<file path="src/rtl/spg_pkg.sv">
// Package: channel numbering shared by the phase code generator and its bench.
// Assumes three slave channels per byte lane; address 3 is unused.
package spg_pkg;
    localparam int NCH = 3;

    typedef enum logic [1:0] {
        CH_WDQ  = 2'd0,
        CH_WDQS = 2'd1,
        CH_RDQS = 2'd2,
        CH_NONE = 2'd3
    } spg_ch_e;

    // Reset fraction of a channel: write data at half period, strobes at quarter.
    function automatic int default_ratio(input int ch, input int ratio_w);
        int quarter;
        quarter = 1 << (ratio_w - 2);
        return (ch == int'(CH_WDQ)) ? 2 * quarter : quarter;
    endfunction
endpackage

</file>
<file path="src/rtl/spg_shadow.sv">
// Module: holds the leveling-loaded fraction and offset of one channel.
// Assumes writes may arrive at any time; the values are consumed only at update.
module spg_shadow #(
    parameter int RATIO_W   = 8,
    parameter int OFF_W     = 6,
    parameter int DEF_RATIO = 64
) (
    input  logic               clk,
    input  logic               rst_n,
    input  logic               we_i,
    input  logic [RATIO_W-1:0] ratio_i,
    input  logic [OFF_W-1:0]   off_i,
    output logic [RATIO_W-1:0] ratio_o,
    output logic [OFF_W-1:0]   off_o
);
    logic [RATIO_W-1:0] ratio_q;
    logic [OFF_W-1:0]   off_q;

    // Capture a new fraction and offset on a write addressed to this channel.
    always_ff @(posedge clk) begin
        if (!rst_n) begin
            ratio_q <= RATIO_W'(DEF_RATIO);
            off_q   <= '0;
        end else if (we_i) begin
            ratio_q <= ratio_i;
            off_q   <= off_i;
        end
    end

    assign ratio_o = ratio_q;
    assign off_o   = off_q;

    AST_SHADOW_HOLD: assert property (@(posedge clk) disable iff (!rst_n)
        !we_i |=> $stable({ratio_q, off_q}));
endmodule

</file>
<file path="src/rtl/spg_scale.sv">
// Module: scales a period tap count by a fraction and adds a signed offset.
// Assumes OFF_W <= CODE_W; the result is clamped to the code range.
module spg_scale #(
    parameter int CODE_W  = 9,
    parameter int RATIO_W = 8,
    parameter int OFF_W   = 6
) (
    input  logic [CODE_W-1:0]  mst_i,
    input  logic [RATIO_W-1:0] ratio_i,
    input  logic [OFF_W-1:0]   off_i,
    output logic [CODE_W-1:0]  code_o
);
    localparam int PROD_W = CODE_W + RATIO_W;
    localparam int SUM_W  = CODE_W + 2;

    logic [PROD_W-1:0] prod;
    logic [CODE_W-1:0] scaled;
    logic [SUM_W-1:0]  sum;

    // Multiply, drop the fraction bits, add the sign-extended offset, then clamp.
    always_comb begin
        prod   = {{RATIO_W{1'b0}}, mst_i} * {{CODE_W{1'b0}}, ratio_i};
        scaled = prod[PROD_W-1:RATIO_W];
        sum    = {2'b00, scaled} + {{(SUM_W-OFF_W){off_i[OFF_W-1]}}, off_i};
        if (sum[SUM_W-1])
            code_o = '0;
        else if (sum[SUM_W-2:CODE_W] != '0)
            code_o = '1;
        else
            code_o = sum[CODE_W-1:0];
    end
endmodule

</file>
<file path="src/rtl/slave_phase_gen.sv">
// Module: derives three slave delay codes for one byte lane from a master
// period measurement, applying them together only while updates are allowed.
// Assumes upd_allow is asserted by the controller in an idle bus window.
module slave_phase_gen
    import spg_pkg::*;
#(
    parameter int CODE_W  = 9,
    parameter int RATIO_W = 8,
    parameter int OFF_W   = 6
) (
    input  logic               clk,
    input  logic               rst_n,
    input  logic [CODE_W-1:0]  mst_code,
    input  logic               mst_lock,
    input  logic               upd_allow,
    input  logic               cfg_we,
    input  logic [1:0]         cfg_addr,
    input  logic [RATIO_W-1:0] cfg_ratio,
    input  logic [OFF_W-1:0]   cfg_offset,
    input  logic [1:0]         cfg_raddr,
    output logic [CODE_W-1:0]  cfg_rdata,
    output logic [CODE_W-1:0]  wdq_code,
    output logic [CODE_W-1:0]  wdqs_code,
    output logic [CODE_W-1:0]  rdqs_code
);
    logic [CODE_W-1:0] held_q;
    logic              held_vld_q;
    logic [CODE_W-1:0] src_code;
    logic              src_ok;
    logic [CODE_W-1:0] code_q [NCH];

    // Keep the last master code that was reported with lock high.
    always_ff @(posedge clk) begin
        if (!rst_n) begin
            held_q     <= '0;
            held_vld_q <= 1'b0;
        end else if (mst_lock) begin
            held_q     <= mst_code;
            held_vld_q <= 1'b1;
        end
    end

    // Use the live code when locked, otherwise the held one.
    always_comb begin
        src_code = mst_lock ? mst_code : held_q;
        src_ok   = mst_lock | held_vld_q;
    end

    for (genvar ch = 0; ch < NCH; ch++) begin : g_ch
        logic [RATIO_W-1:0] ratio;
        logic [OFF_W-1:0]   off;
        logic [CODE_W-1:0]  next_code;
        logic               sel;

        assign sel = cfg_we && (cfg_addr == 2'(ch));

        spg_shadow #(
            .RATIO_W  (RATIO_W),
            .OFF_W    (OFF_W),
            .DEF_RATIO(default_ratio(ch, RATIO_W))
        ) u_shadow (
            .clk    (clk),
            .rst_n  (rst_n),
            .we_i   (sel),
            .ratio_i(cfg_ratio),
            .off_i  (cfg_offset),
            .ratio_o(ratio),
            .off_o  (off)
        );

        spg_scale #(
            .CODE_W (CODE_W),
            .RATIO_W(RATIO_W),
            .OFF_W  (OFF_W)
        ) u_scale (
            .mst_i  (src_code),
            .ratio_i(ratio),
            .off_i  (off),
            .code_o (next_code)
        );

        // Apply the new code only in an allowed window with a valid measurement.
        always_ff @(posedge clk) begin
            if (!rst_n)
                code_q[ch] <= '0;
            else if (upd_allow && src_ok)
                code_q[ch] <= next_code;
        end
    end

    assign wdq_code  = code_q[CH_WDQ];
    assign wdqs_code = code_q[CH_WDQS];
    assign rdqs_code = code_q[CH_RDQS];

    // Return the applied code of the channel chosen for readback.
    always_comb begin
        case (spg_ch_e'(cfg_raddr))
            CH_WDQ:  cfg_rdata = code_q[CH_WDQ];
            CH_WDQS: cfg_rdata = code_q[CH_WDQS];
            CH_RDQS: cfg_rdata = code_q[CH_RDQS];
            default: cfg_rdata = '0;
        endcase
    end

    AST_CODE_HOLD: assert property (@(posedge clk) disable iff (!rst_n)
        !upd_allow |=> $stable({wdq_code, wdqs_code, rdqs_code}));
    AST_HELD_STABLE: assert property (@(posedge clk) disable iff (!rst_n)
        !mst_lock |=> $stable(held_q));
    AST_NEVER_LOCKED_ZERO: assert property (@(posedge clk) disable iff (!rst_n)
        !held_vld_q |-> ({wdq_code, wdqs_code, rdqs_code} == '0));
    AST_RB_WDQ: assert property (@(posedge clk) disable iff (!rst_n)
        (cfg_raddr == 2'd0) |-> (cfg_rdata == wdq_code));
endmodule

</file>
<file path="config.mk">
export PLATFORM = sky130hd
export DESIGN_NAME = slave_phase_gen
export DESIGN_NICKNAME = d
export VERILOG_FILES = /design/src/rtl/spg_pkg.sv /design/src/rtl/spg_shadow.sv /design/src/rtl/spg_scale.sv /design/src/rtl/slave_phase_gen.sv
export SDC_FILE = /design/constraint.sdc
export NUM_CORES = 1
export LEC_CHECK = 0
export BUFFER_PORTS_ARGS = -buffer_cell sky130_fd_sc_hd__clkbuf_2
export CAP_MARGIN = 20
export CELL_PAD_IN_SITES_DETAIL_PLACEMENT = 1
export CELL_PAD_IN_SITES_GLOBAL_PLACEMENT = 2
export CORE_ASPECT_RATIO = 1.2
export CORE_MARGIN = 2
export CORE_UTILIZATION = 41
export DETAILED_ROUTE_END_ITERATION = 8
export HOLD_SLACK_MARGIN = 0.03
export PLACE_DENSITY = 0.83
export SLEW_MARGIN = 20
export SYNTH_ARGS = -nofsm -noshare
export SYNTH_HDL_FRONTEND = slang
export SYNTH_HIERARCHICAL = 1
export SYNTH_SLANG_ARGS = --single-unit
</file>
<file path="constraint.sdc">
create_clock -name clk -period 7.75 [get_ports clk]
set_clock_uncertainty 0.2 [all_clocks]
set_input_delay 0.775 -clock clk [delete_from_list [all_inputs] [get_ports clk]]
set_output_delay 0.775 -clock clk [all_outputs]
set_load 0.05 [all_outputs]
</file>
==> reports/results.ini <==
[timing]
timing.fmax_ghz=0.138
finalMaxSlewViolations=0
hold_slack_ps=315
max_slew_margin_pct=29.9
fin_crit_ps=7260
fin_tns_setup_ps=0
setup_violations=0
rsz0062_at_grt=no
worst_pin_slew_ps=1050
final_hold_viol_count=0
fin_crit_sh_pct=93.7

[drt]
drtIter0Drc=280
wl_met3_um=578
first_pass_iters=4
vias=8432
wl_um=28600
ant_nets=0
highest_layer=met4
dr_wl_met2_um=14700
wl_per_cell_um=17.9
drc=0
wl_met1_um=12800
vias_per_cell=5.29

[clock_network]
cts_made_buffers=9
h-tree-depth=3
ctsResizeCount=0
cts.root.buffer_cell=clkbuf_16
clk_latency_ps=360
post-cts-setup-buffers=0
clk_pin_slew_ps=60
cts_sinks=79
cts_tree=done
clockBufferDepth=2
ctsHoldBuffers=0

[layout]
multiInputGateArea_um2=8680
antenna_cells=0
n_fill_cell=3120
stdcell_count=1595
drive_above_1_share_pct=10.8
nNetsFinal=1540
layout_common_cells=and2_1, inv_1, ha_1, fa_1, nand2_1
seqCellArea_um2=1850
final_common_cell=and2_1
syn_to_final_growth_pct=9.10

[setup_path]
rrSetupSlack_ps=990
cp.arrival_ps=7280
worstSetupStartpoint=mst_lock
worst-path-max-fanout=25
worstSetupPathType=in -> reg
startpoint_type=primary input
crit_required_ps=7770
r2r_start=held_q[2]$_SDFF_PN0_
endpoint_kind=flip-flop

[placed_design]
dpl.hpwl_um=22800
place_inst=1579
portBuffers=67
routabilityCongestion=0.811

[power_and_ir_drop]
p_per_area_nw_per_um2=120
irDropWorstVdd_mv=0.100
p_leak_nw=6.20
p_total_w=0.00149

[job]
drv_cap=0

[logic_synthesis]
yosysSeqAreaShare_pct=16.4
yosys_warnings=6
synth_area_um2=11300
synthArstFlopShare_pct=0
syn_inst=1174
ys_ff_latch=79
synth-edff-count=27
synth_ff_type=dfxtp_1
ys_types=69
syn_area_per_cell_um2=9.63
synth_fp_nets=1464

[global_routing]
grt_pass1_vias=9383
overflow=0
track_usage_pct=21.2
antenna_found_initial=0
grt_pass1_wl_um=48600
grt_max_degree=55

[floorplan]
placementRows=66
die_width_um=156
start_util_pct=41.7
ios=68
core_um2=27100
die_h_um=186
die-area_um2=28900

[min_path]
hold_class=reg -> reg
hp-start=held_vld_q$_SDFFE_PN0P_

[status]
status=completed

[worst paths after layout]
path                                     end  cells past startpoint
setup / recovery  code_q[0][5]$_SDFFCE_PN0P_                     23
hold / removal       held_vld_q$_SDFFE_PN0P_                      1
setup reg to reg  code_q[0][5]$_SDFFCE_PN0P_                     22
hold reg to reg      held_vld_q$_SDFFE_PN0P_                      1
[stage by stage]
step | setup WS [ps] | cell area (µm²) | util [%]
2_1_floorplan | 837 | 11300 | -
3_3_place_gp | 183 | 12000 | 44.4
3_5_place_dp | 116 | 12000 | 44.4
4_1_cts | 426 | 12300 | 45.5
5_1_grt | 10.5 | 12300 | 45.5
6_report | 488 | 12300 | 45.5
[synthesized netlist by cell type, drive strengths merged (19+ instances only)]
| cell type | count | share of area, % |
|---|---|---|
| xnor2 | 28 | 2.2 |
| and2 | 196 | 11 |
| nor2b | 43 | 2.4 |
| dfxtp | 52 | 9.2 |
| mux2i | 55 | 5.0 |
| a21o | 25 | 1.7 |
| o21ai | 29 | 1.4 |
| fa | 126 | 22 |
| edfxtp | 27 | 7.2 |
| nand2 | 77 | 2.6 |
| ha | 132 | 15 |
| a21oi | 47 | 2.3 |
| inv | 164 | 5.4 |
| xor2 | 19 | 1.6 |
[registers in the layout (all words and copies together), names as in the netlist]
register	flops
code_q	27
g_ch.u_shadow/ratio_o	24
g_ch.u_shadow/off_o	18
held_q	9
held_vld_q	1
[critical path, stage by stage]
cell	delay [ps]
clkbuf_2	300
mux2_4	470
and2_1	200
fa_1	420
fa_1	550
inv_1	50
fa_1	460
fa_1	550
inv_1	40
ha_1	210
a2111oi_0	370
o21ai_1	150
a41oi_2	400
o211ai_1	210
xor2_1	180
ha_1	370
and3_1	210
a221oi_4	320
o21ai_2	140
or3_4	360
mux2i_4	280
a31o_1	150
and2_1	120
[final cells by class]
| class | count | share of cell area, % |
|---|---|---|
| multi-input cells | 912 | 70.3 |
| clock inverters | 7 | 0.578 |
| repair buffers | 84 | 3.81 |
| flip-flops and latches | 79 | 15.0 |
| well taps | 340 | 3.45 |
| clock buffers | 9 | 1.83 |
| inverters | 164 | 4.99 |
[logic make-up (layout without fill, tap and decap cells)]
group | after synthesis | count (layout) | synth area share, %
multiplexers | 65 | 65 | 6.27
adder cells (fa/ha/maj) | 258 | 258 | 36.9
buffers and inverters | 183 | 264 | 7.00
flip-flops | 79 | 79 | 16.4
XOR/XNOR | 47 | 47 | 3.81
AO/OA/AOI/OAI | 170 | 170 | 10.9
AND/OR/NAND/NOR | 372 | 372 | 18.7
[layer usage]
metal	vias to the layer above	global-route usage, %
met2	107	39.3
met4	0	5.10
met1	4287	26.7
met3	27	1.79
li1	4011	-
met5	-	0
[where the power goes]
| group | switching (W) | internal [W] |
|---|---|---|
| clock network | 0.000194 | 0.000250 |
| registers | 0.0000298 | 0.000454 |
| logic | 0.000343 | 0.000214 |
No activity file was read; power rests on OpenSTA's default activity.
